===== config.mk =====
export PLATFORM = sky130hd
export DESIGN_NAME = chip_erase_seq
export DESIGN_NICKNAME = d
export VERILOG_FILES = /design/src/rtl/ces_pkg.sv /design/src/rtl/ces_wait_timer.sv /design/src/rtl/ces_progress.sv /design/src/rtl/chip_erase_seq.sv
export SDC_FILE = /design/constraint.sdc
export NUM_CORES = 1
export LEC_CHECK = 0
export BUFFER_PORTS_ARGS = -buffer_cell sky130_fd_sc_hd__buf_4
export CAP_MARGIN = 20
export CORE_UTILIZATION = 35
export CTS_CLUSTER_SIZE = 28
export DETAILED_ROUTE_END_ITERATION = 16
export SLEW_MARGIN = 15
export SYNTH_ARGS = -nofsm -noshare
export SYNTH_HDL_FRONTEND = slang
export SYNTH_HIERARCHICAL = 1
export SYNTH_SLANG_ARGS = --single-unit

===== constraint.sdc =====
create_clock -name clk -period 2.7 [get_ports clk]
set_input_delay 0.27 -clock clk [delete_from_list [all_inputs] [get_ports clk]]
set_output_delay 0.27 -clock clk [all_outputs]
set_load 0.05 [all_outputs]

===== src/rtl/ces_pkg.sv =====
package ces_pkg;

    typedef enum logic [3:0] {
        S_IDLE,
        S_PWR,
        S_PP_SETUP,
        S_PP_DATA,
        S_PP_WAIT,
        S_ER_ARM,
        S_ER_FIRE,
        S_ER_WAIT,
        S_EV_CMD,
        S_EV_WAIT,
        S_EV_READ,
        S_EV_HOLD,
        S_EV_CHECK,
        S_RD_MODE,
        S_CLOSE
    } ces_state_e;

    localparam logic [7:0] OP_PROGRAM = 8'h40;
    localparam logic [7:0] OP_ERASE   = 8'h20;
    localparam logic [7:0] OP_EVERIFY = 8'hA0;
    localparam logic [7:0] OP_READ    = 8'h00;

endpackage


===== src/rtl/ces_wait_timer.sv =====
module ces_wait_timer #(
    parameter int CNT_W = 8
) (
    input  logic             clk,
    input  logic             rst_n,
    input  logic             load,
    input  logic [CNT_W-1:0] len,
    output logic             busy
);
    typedef struct packed {
        logic             run;
        logic [CNT_W-1:0] cnt;
    } tmr_t;

    tmr_t tmr_d, tmr_q;

    always_comb begin
        tmr_d = tmr_q;
        if (load) begin
            tmr_d.run = (len != '0);
            tmr_d.cnt = len;
        end else if (tmr_q.run) begin
            if (tmr_q.cnt <= CNT_W'(1)) begin
                tmr_d.run = 1'b0;
                tmr_d.cnt = '0;
            end else begin
                tmr_d.cnt = tmr_q.cnt - CNT_W'(1);
            end
        end
    end

    always_ff @(posedge clk or negedge rst_n) begin
        if (!rst_n) tmr_q <= '0;
        else        tmr_q <= tmr_d;
    end

    assign busy = tmr_q.run;

    // a nonzero load always produces a waiting interval
    a_r5_timer_arms: assert property (@(posedge clk) disable iff (!rst_n)
        (load && len != '0) |=> busy);

endmodule


===== src/rtl/ces_progress.sv =====
module ces_progress #(
    parameter int ADDR_W     = 16,
    parameter int MAX_PULSES = 1000,
    localparam int PC_W      = $clog2(MAX_PULSES + 1)
) (
    input  logic              clk,
    input  logic              rst_n,
    input  logic              clr,
    input  logic              adv_addr,
    input  logic              bump_fail,
    output logic [ADDR_W-1:0] addr,
    output logic              at_last,
    output logic              budget_spent
);
    typedef struct packed {
        logic [ADDR_W-1:0] addr;
        logic [PC_W-1:0]   fails;
    } prog_t;

    prog_t prg_d, prg_q;

    always_comb begin
        prg_d = prg_q;
        if (clr) begin
            prg_d = '0;
        end else begin
            if (adv_addr)  prg_d.addr  = prg_q.addr + ADDR_W'(1);
            if (bump_fail) prg_d.fails = prg_q.fails + PC_W'(1);
        end
    end

    always_ff @(posedge clk or negedge rst_n) begin
        if (!rst_n) prg_q <= '0;
        else        prg_q <= prg_d;
    end

    assign addr         = prg_q.addr;
    assign at_last      = (prg_q.addr == {ADDR_W{1'b1}});
    assign budget_spent = (prg_q.fails == PC_W'(MAX_PULSES - 1));

    // the sequencer never counts a failure past the budget
    a_r7_bump_within_budget: assert property (@(posedge clk) disable iff (!rst_n)
        bump_fail |-> !budget_spent);

    // the address never advances beyond the final word
    a_r6_adv_not_past_end: assert property (@(posedge clk) disable iff (!rst_n)
        adv_addr |-> !at_last);

endmodule


===== src/rtl/chip_erase_seq.sv =====
module chip_erase_seq
    import ces_pkg::*;
#(
    parameter int ADDR_W      = 16,
    parameter int DATA_W      = 16,
    parameter int PROG_WAIT   = 500,
    parameter int ERASE_WAIT  = 500000,
    parameter int VERIFY_WAIT = 300,
    parameter int MAX_PULSES  = 1000
) (
    input  logic              clk,
    input  logic              rst_n,
    input  logic              start,
    output logic              busy,
    output logic              done,
    output logic              error,
    output logic              vpp_en,
    output logic [ADDR_W-1:0] bus_addr,
    output logic [DATA_W-1:0] bus_wdata,
    output logic              bus_wr,
    output logic              bus_rd,
    input  logic [DATA_W-1:0] bus_rdata
);
    localparam int WMAX_PV = (PROG_WAIT > VERIFY_WAIT) ? PROG_WAIT : VERIFY_WAIT;
    localparam int WMAX    = (ERASE_WAIT > WMAX_PV) ? ERASE_WAIT : WMAX_PV;
    localparam int TW      = $clog2(WMAX + 1);

    typedef struct packed {
        ces_state_e        st;
        logic              vpp;
        logic              done;
        logic              err;
        logic              wr;
        logic              rd;
        logic [ADDR_W-1:0] addr;
        logic [DATA_W-1:0] wdata;
    } seq_t;

    seq_t seq_d, seq_q;

    logic              tmr_load, tmr_busy;
    logic [TW-1:0]     tmr_len;
    logic              trk_clr, trk_adv, trk_bump;
    logic [ADDR_W-1:0] trk_addr;
    logic              trk_last, trk_spent;

    function automatic logic [DATA_W-1:0] op(input logic [7:0] code);
        return {{(DATA_W-8){1'b0}}, code};
    endfunction

    ces_wait_timer #(.CNT_W(TW)) u_timer (
        .clk   (clk),
        .rst_n (rst_n),
        .load  (tmr_load),
        .len   (tmr_len),
        .busy  (tmr_busy)
    );

    ces_progress #(.ADDR_W(ADDR_W), .MAX_PULSES(MAX_PULSES)) u_prog (
        .clk          (clk),
        .rst_n        (rst_n),
        .clr          (trk_clr),
        .adv_addr     (trk_adv),
        .bump_fail    (trk_bump),
        .addr         (trk_addr),
        .at_last      (trk_last),
        .budget_spent (trk_spent)
    );

    always_comb begin
        seq_d    = seq_q;
        seq_d.wr = 1'b0;
        seq_d.rd = 1'b0;
        tmr_load = 1'b0;
        tmr_len  = '0;
        trk_clr  = 1'b0;
        trk_adv  = 1'b0;
        trk_bump = 1'b0;
        unique case (seq_q.st)
            S_IDLE: if (start) begin
                seq_d.st   = S_PWR;
                seq_d.vpp  = 1'b1;
                seq_d.done = 1'b0;
                seq_d.err  = 1'b0;
                trk_clr    = 1'b1;
            end
            S_PWR: seq_d.st = S_PP_SETUP;
            S_PP_SETUP: begin
                seq_d.wr    = 1'b1;
                seq_d.addr  = trk_addr;
                seq_d.wdata = op(OP_PROGRAM);
                seq_d.st    = S_PP_DATA;
            end
            S_PP_DATA: begin
                seq_d.wr    = 1'b1;
                seq_d.addr  = trk_addr;
                seq_d.wdata = '0;
                tmr_load    = 1'b1;
                tmr_len     = TW'(PROG_WAIT);
                seq_d.st    = S_PP_WAIT;
            end
            S_PP_WAIT: if (!tmr_busy) begin
                if (trk_last) begin
                    trk_clr  = 1'b1;
                    seq_d.st = S_ER_ARM;
                end else begin
                    trk_adv  = 1'b1;
                    seq_d.st = S_PP_SETUP;
                end
            end
            S_ER_ARM, S_ER_FIRE: begin
                seq_d.wr    = 1'b1;
                seq_d.addr  = trk_addr;
                seq_d.wdata = op(OP_ERASE);
                if (seq_q.st == S_ER_FIRE) begin
                    tmr_load = 1'b1;
                    tmr_len  = TW'(ERASE_WAIT);
                    seq_d.st = S_ER_WAIT;
                end else begin
                    seq_d.st = S_ER_FIRE;
                end
            end
            S_ER_WAIT: if (!tmr_busy) seq_d.st = S_EV_CMD;
            S_EV_CMD: begin
                seq_d.wr    = 1'b1;
                seq_d.addr  = trk_addr;
                seq_d.wdata = op(OP_EVERIFY);
                tmr_load    = 1'b1;
                tmr_len     = TW'(VERIFY_WAIT);
                seq_d.st    = S_EV_WAIT;
            end
            S_EV_WAIT: if (!tmr_busy) seq_d.st = S_EV_READ;
            S_EV_READ: begin
                seq_d.rd   = 1'b1;
                seq_d.addr = trk_addr;
                seq_d.st   = S_EV_HOLD;
            end
            S_EV_HOLD: seq_d.st = S_EV_CHECK;
            S_EV_CHECK: begin
                if (&bus_rdata) begin
                    if (trk_last) begin
                        seq_d.st = S_RD_MODE;
                    end else begin
                        trk_adv  = 1'b1;
                        seq_d.st = S_EV_CMD;
                    end
                end else if (trk_spent) begin
                    seq_d.err = 1'b1;
                    seq_d.vpp = 1'b0;
                    seq_d.st  = S_IDLE;
                end else begin
                    trk_bump = 1'b1;
                    seq_d.st = S_ER_ARM;
                end
            end
            S_RD_MODE: begin
                seq_d.wr    = 1'b1;
                seq_d.addr  = trk_addr;
                seq_d.wdata = op(OP_READ);
                seq_d.st    = S_CLOSE;
            end
            S_CLOSE: begin
                seq_d.done = 1'b1;
                seq_d.vpp  = 1'b0;
                seq_d.st   = S_IDLE;
            end
            default: seq_d.st = S_IDLE;
        endcase
    end

    always_ff @(posedge clk or negedge rst_n) begin
        if (!rst_n) seq_q <= '{st: S_IDLE, default: '0};
        else        seq_q <= seq_d;
    end

    assign busy      = (seq_q.st != S_IDLE);
    assign done      = seq_q.done;
    assign error     = seq_q.err;
    assign vpp_en    = seq_q.vpp;
    assign bus_addr  = seq_q.addr;
    assign bus_wdata = seq_q.wdata;
    assign bus_wr    = seq_q.wr;
    assign bus_rd    = seq_q.rd;

    a_r2_access_under_vpp: assert property (@(posedge clk) disable iff (!rst_n)
        (bus_wr || bus_rd) |-> vpp_en);

    a_r2_vpp_drops_at_end: assert property (@(posedge clk) disable iff (!rst_n)
        $fell(vpp_en) |-> (done || error));

    a_r10_strobes_exclusive: assert property (@(posedge clk) disable iff (!rst_n)
        !(bus_wr && bus_rd));

    a_r7_quiet_after_error: assert property (@(posedge clk) disable iff (!rst_n)
        error |-> (!bus_wr && !bus_rd && !done));

    a_r9_done_sticky: assert property (@(posedge clk) disable iff (!rst_n)
        (done && !start) |=> done);

    a_r9_error_sticky: assert property (@(posedge clk) disable iff (!rst_n)
        (error && !start) |=> error);

    a_r4_erase_wait_quiet: assert property (@(posedge clk) disable iff (!rst_n)
        (seq_q.st == S_ER_WAIT && tmr_busy) |=> (!bus_wr && !bus_rd));

endmodule


==> impl_results.md <==
- Fraction of registers with async set/reset: 100.0%
- Top Ports: 57
- Die ar.: 13240 um^2
- R2R Path End: u_prog/addr[6]$_DFFE_PN0P_
- 1st-pass router iterations: 4
- First-pass GRT wire length: 16570 um
- Commonest cells post-synth: 74 x dfrtp_1, 48 x buf_4, 40 x nor2_1
- Clk slew on worst S/H paths: 0.06 ns
- Distinct cell type count after synthesis: 69
- Register area: 1852 um^2
- Post-synth EDFFs: 0
- Setup TNS: 0 ns
- Die X: 115.1 um
- Crit end category: flop
- RePlAce Congestion: 0.8554
- Starting density of the core: 36.63%
- Vias in the first global route: 3356
- HPWL Detailed: 6991 um
- Switching share of power: 28.44%
- Worst slew margin: 38.38%
- Synth warn: 6
- Slew Viols, Final: 0
- Core footprint: 12210 um^2
- Mapped cell area: 4473 um^2
- Leak: 2.241 nW
- Yosys reg bits: 74
- Cell taking the most area after synthesis: dfrtp_1
- Via count: 3585
- Clock network power share: 42.7%
- Worst-Skew Late Latency: 0.34 ns
- Part of the power in registers: 44.5%
- Post-CTS Hold Fix Bufs: 0
- Worst EP arrival: 2.80 ns
- DRT Wirelength: 10000 um
- CTS Buf Count: 9
- Endpoints failing hold: 0
- Syn Area/Cell: 9.338 um^2
- Top_reg_cell synth: dfrtp_1
- CTS tree: yes
- Wire per inst: 14.41 um
- Final Setup Violations: 0
- Mapped Cells: 479
- RSZ-0062 raised after global routing: false
- Area occupied by multi-input gates: 2200 um^2
- FMAX: 394.6 MHz
- TritonCTS Sinks: 74
- Pin count of the biggest net entering global routing: 75
- Port buffer count: 43
- FP Rows: 40
- Number of vias per cell: 5.166
- Top-area cell type share of the netlist area: 41.40%
- Global Route Usage Sum: 16.11%
- Die height: 115.1 um
- Crit path kind: flop to flop
- Total grt overflow: 0
- CTS HTree Levels: 3
- Antenna Nets Post-Route: 0
- Largest fanout on the critical path: 6
- Status: completed
- Worst R2R Setup Slack: 0.17 ns
- Tightest Pin Transition: 0.9242 ns
- Reg-to-Reg Start: u_prog/addr[9]$_DFFE_PN0P_
- VDD IR-drop max: 0.3995 mV
- DRC viols: 0
- Layout cells sized above 1: 23.76%
- Tmin final: 2.534 ns
- Antenna violations before repair: 0
- Final setup skew: 0.008188 ns
- Fillers: 1228
- Startpoint Class: flop
- Ant. Diodes: 0
- Pint: 0.002089 W
- R2r worst-path depth: 11
- Max_cap viols: 0
- CP required: 2.96 ns
- Pwr/cell area: 562.5 nW/um^2
- CTS Buffer Depth: 2
- Combinational group share of total power: 12.8%
- Worst hold slack: 0.08263 ns
- Area contributors post-synth: dfrtp_1 41%, buf_4 8.1%, mux2_2 4.0%, nor2_1 3.4%, nand2_1 3.0%
- Root Driver: clkbuf_16
- Cell with the most instances after synthesis: dfrtp_1
- Hold Path Class: primary input to async pin
- Period Utilization, post-route: 93.86%
- NetSw: 0.0008304 W
- Layout overhead on the synthesized area: 16.03%
- Initial drt markers: 308
- Register area share after synthesis: 41.40%
- Final nets: 544
[layer usage]
layer	GRT usage, %	part of all wire, %	up-vias
li1	-	-	1749
met1	20.92	45	1717
met2	25.90	49	106
met3	4.375	5.2	13
met4	5.455	1.4	0
met5	0	0	-
[sequential cells by signal (all words and copies together), names as in the netlist, 3 cells and up]
signal         cells
bus_wdata          3
u_timer/tmr_q     19
u_prog/prg_q      10
u_prog/addr       16
bus_addr          16
seq_q              4
[layout by cell type (no fill, tap or decap), types with 3 or more instances in the layout]
cell,netlist,routed
ha_1,4,4
nand3_1,15,15
a31o_1,4,4
inv_1,18,18
nor2_1,40,39
mux2_1,3,3
a31oi_1,6,6
nand2_1,36,36
o41ai_1,5,5
xor2_1,5,5
nor4_1,12,11
inv_6,0,3
conb_1,1,27
dfrtp_1,74,74
or4_1,5,5
a21oi_1,19,19
nand4_1,10,10
o311ai_1,3,3
mux2_2,16,16
o211ai_1,8,8
nand2b_1,5,5
nor2_2,2,3
nor3_1,14,14
clkbuf_16,0,9
or3_1,9,9
and3_1,3,3
o21a_1,4,4
o21ai_0,22,22
buf_4,48,73
xnor2_1,13,13
mux2i_1,5,5
[area by class of cell]
type | count | share of cell area, %
repair buffers | 73 | 10.56
multi-input cells | 344 | 42.38
clock buffers | 9 | 4.339
clock inverters | 7 | 1.615
inverters | 19 | 1.374
well taps | 168 | 4.050
flip-flops and latches | 74 | 35.68
[per-stage QoR]
stage,worst slack [ns],cells,total power [W],utilization [%],instance area (um^2)
after floorplan,0.1786,505,0.001567,-,4571
after detailed placement,0.1638,676,0.001691,39.68,4846
final,0.1659,694,0.002920,42.50,5190
after CTS,0.07682,692,0.002956,42.21,5155
after global placement,0.1714,676,0.001676,39.68,4846
after global routing,0.01522,694,0.003071,42.50,5190
[worst max path at each step]
| stage | to | cells after the start | start |
|---|---|---|---|
| 2_1_floorplan | u_prog/addr[14]$_DFFE_PN0P_ | 10 | u_prog/addr[8]$_DFFE_PN0P_ |
| 3_3_place_gp | u_prog/addr[15]$_DFFE_PN0P_ | 11 | u_prog/addr[9]$_DFFE_PN0P_ |
| 3_5_place_dp | u_prog/addr[15]$_DFFE_PN0P_ | 11 | u_prog/addr[9]$_DFFE_PN0P_ |
| 4_1_cts | u_prog/addr[14]$_DFFE_PN0P_ | 11 | u_prog/addr[9]$_DFFE_PN0P_ |
| 5_1_grt | u_prog/addr[6]$_DFFE_PN0P_ | 11 | u_prog/addr[10]$_DFFE_PN0P_ |
| 6_report | u_prog/addr[6]$_DFFE_PN0P_ | 11 | u_prog/addr[9]$_DFFE_PN0P_ |
[power groups by stage]
stage / Sequential [W] / Clock (W) / Combinational [W]
CTS: 0.00130 / 0.00128 / 0.000376
floorplan: 0.00129 / 0 / 0.000282
global placement: 0.00131 / 0 / 0.000366
finish: 0.00130 / 0.00125 / 0.000375
detailed placement: 0.00132 / 0 / 0.000375
global route: 0.00132 / 0.00133 / 0.000421
[cell families after synthesis]
family                   after synthesis  synth area share (%)
buffers and inverters                 87                 12.14
adder cells (fa/ha/maj)                4                 1.119
multiplexers                          24                 5.902
flip-flops                            74                 41.40
AO/OA/AOI/OAI                         98                 15.02
other                                  1               0.08384
XOR/XNOR                              18                 3.524
AND/OR/NAND/NOR                      173                 20.81
[worst max-delay path, cell delays in order, from the launching register on]
cell and delay, ns:
dfrtp_1 0.40, and4_1 0.22, and2_2 0.23, nand3_1 0.13, nor4_2 0.05, buf_4 0.15, a2111oi_1 0.27, buf_4 0.22
o2111ai_2 0.16, buf_4 0.19, or3_1 0.31, a21oi_1 0.14
[repair_timing]
item,CTS,global route
buffers inserted,0,2
setup endpoints to repair,0,9
gates resized for setup,0,5
(Power assumes the default switching activity.)
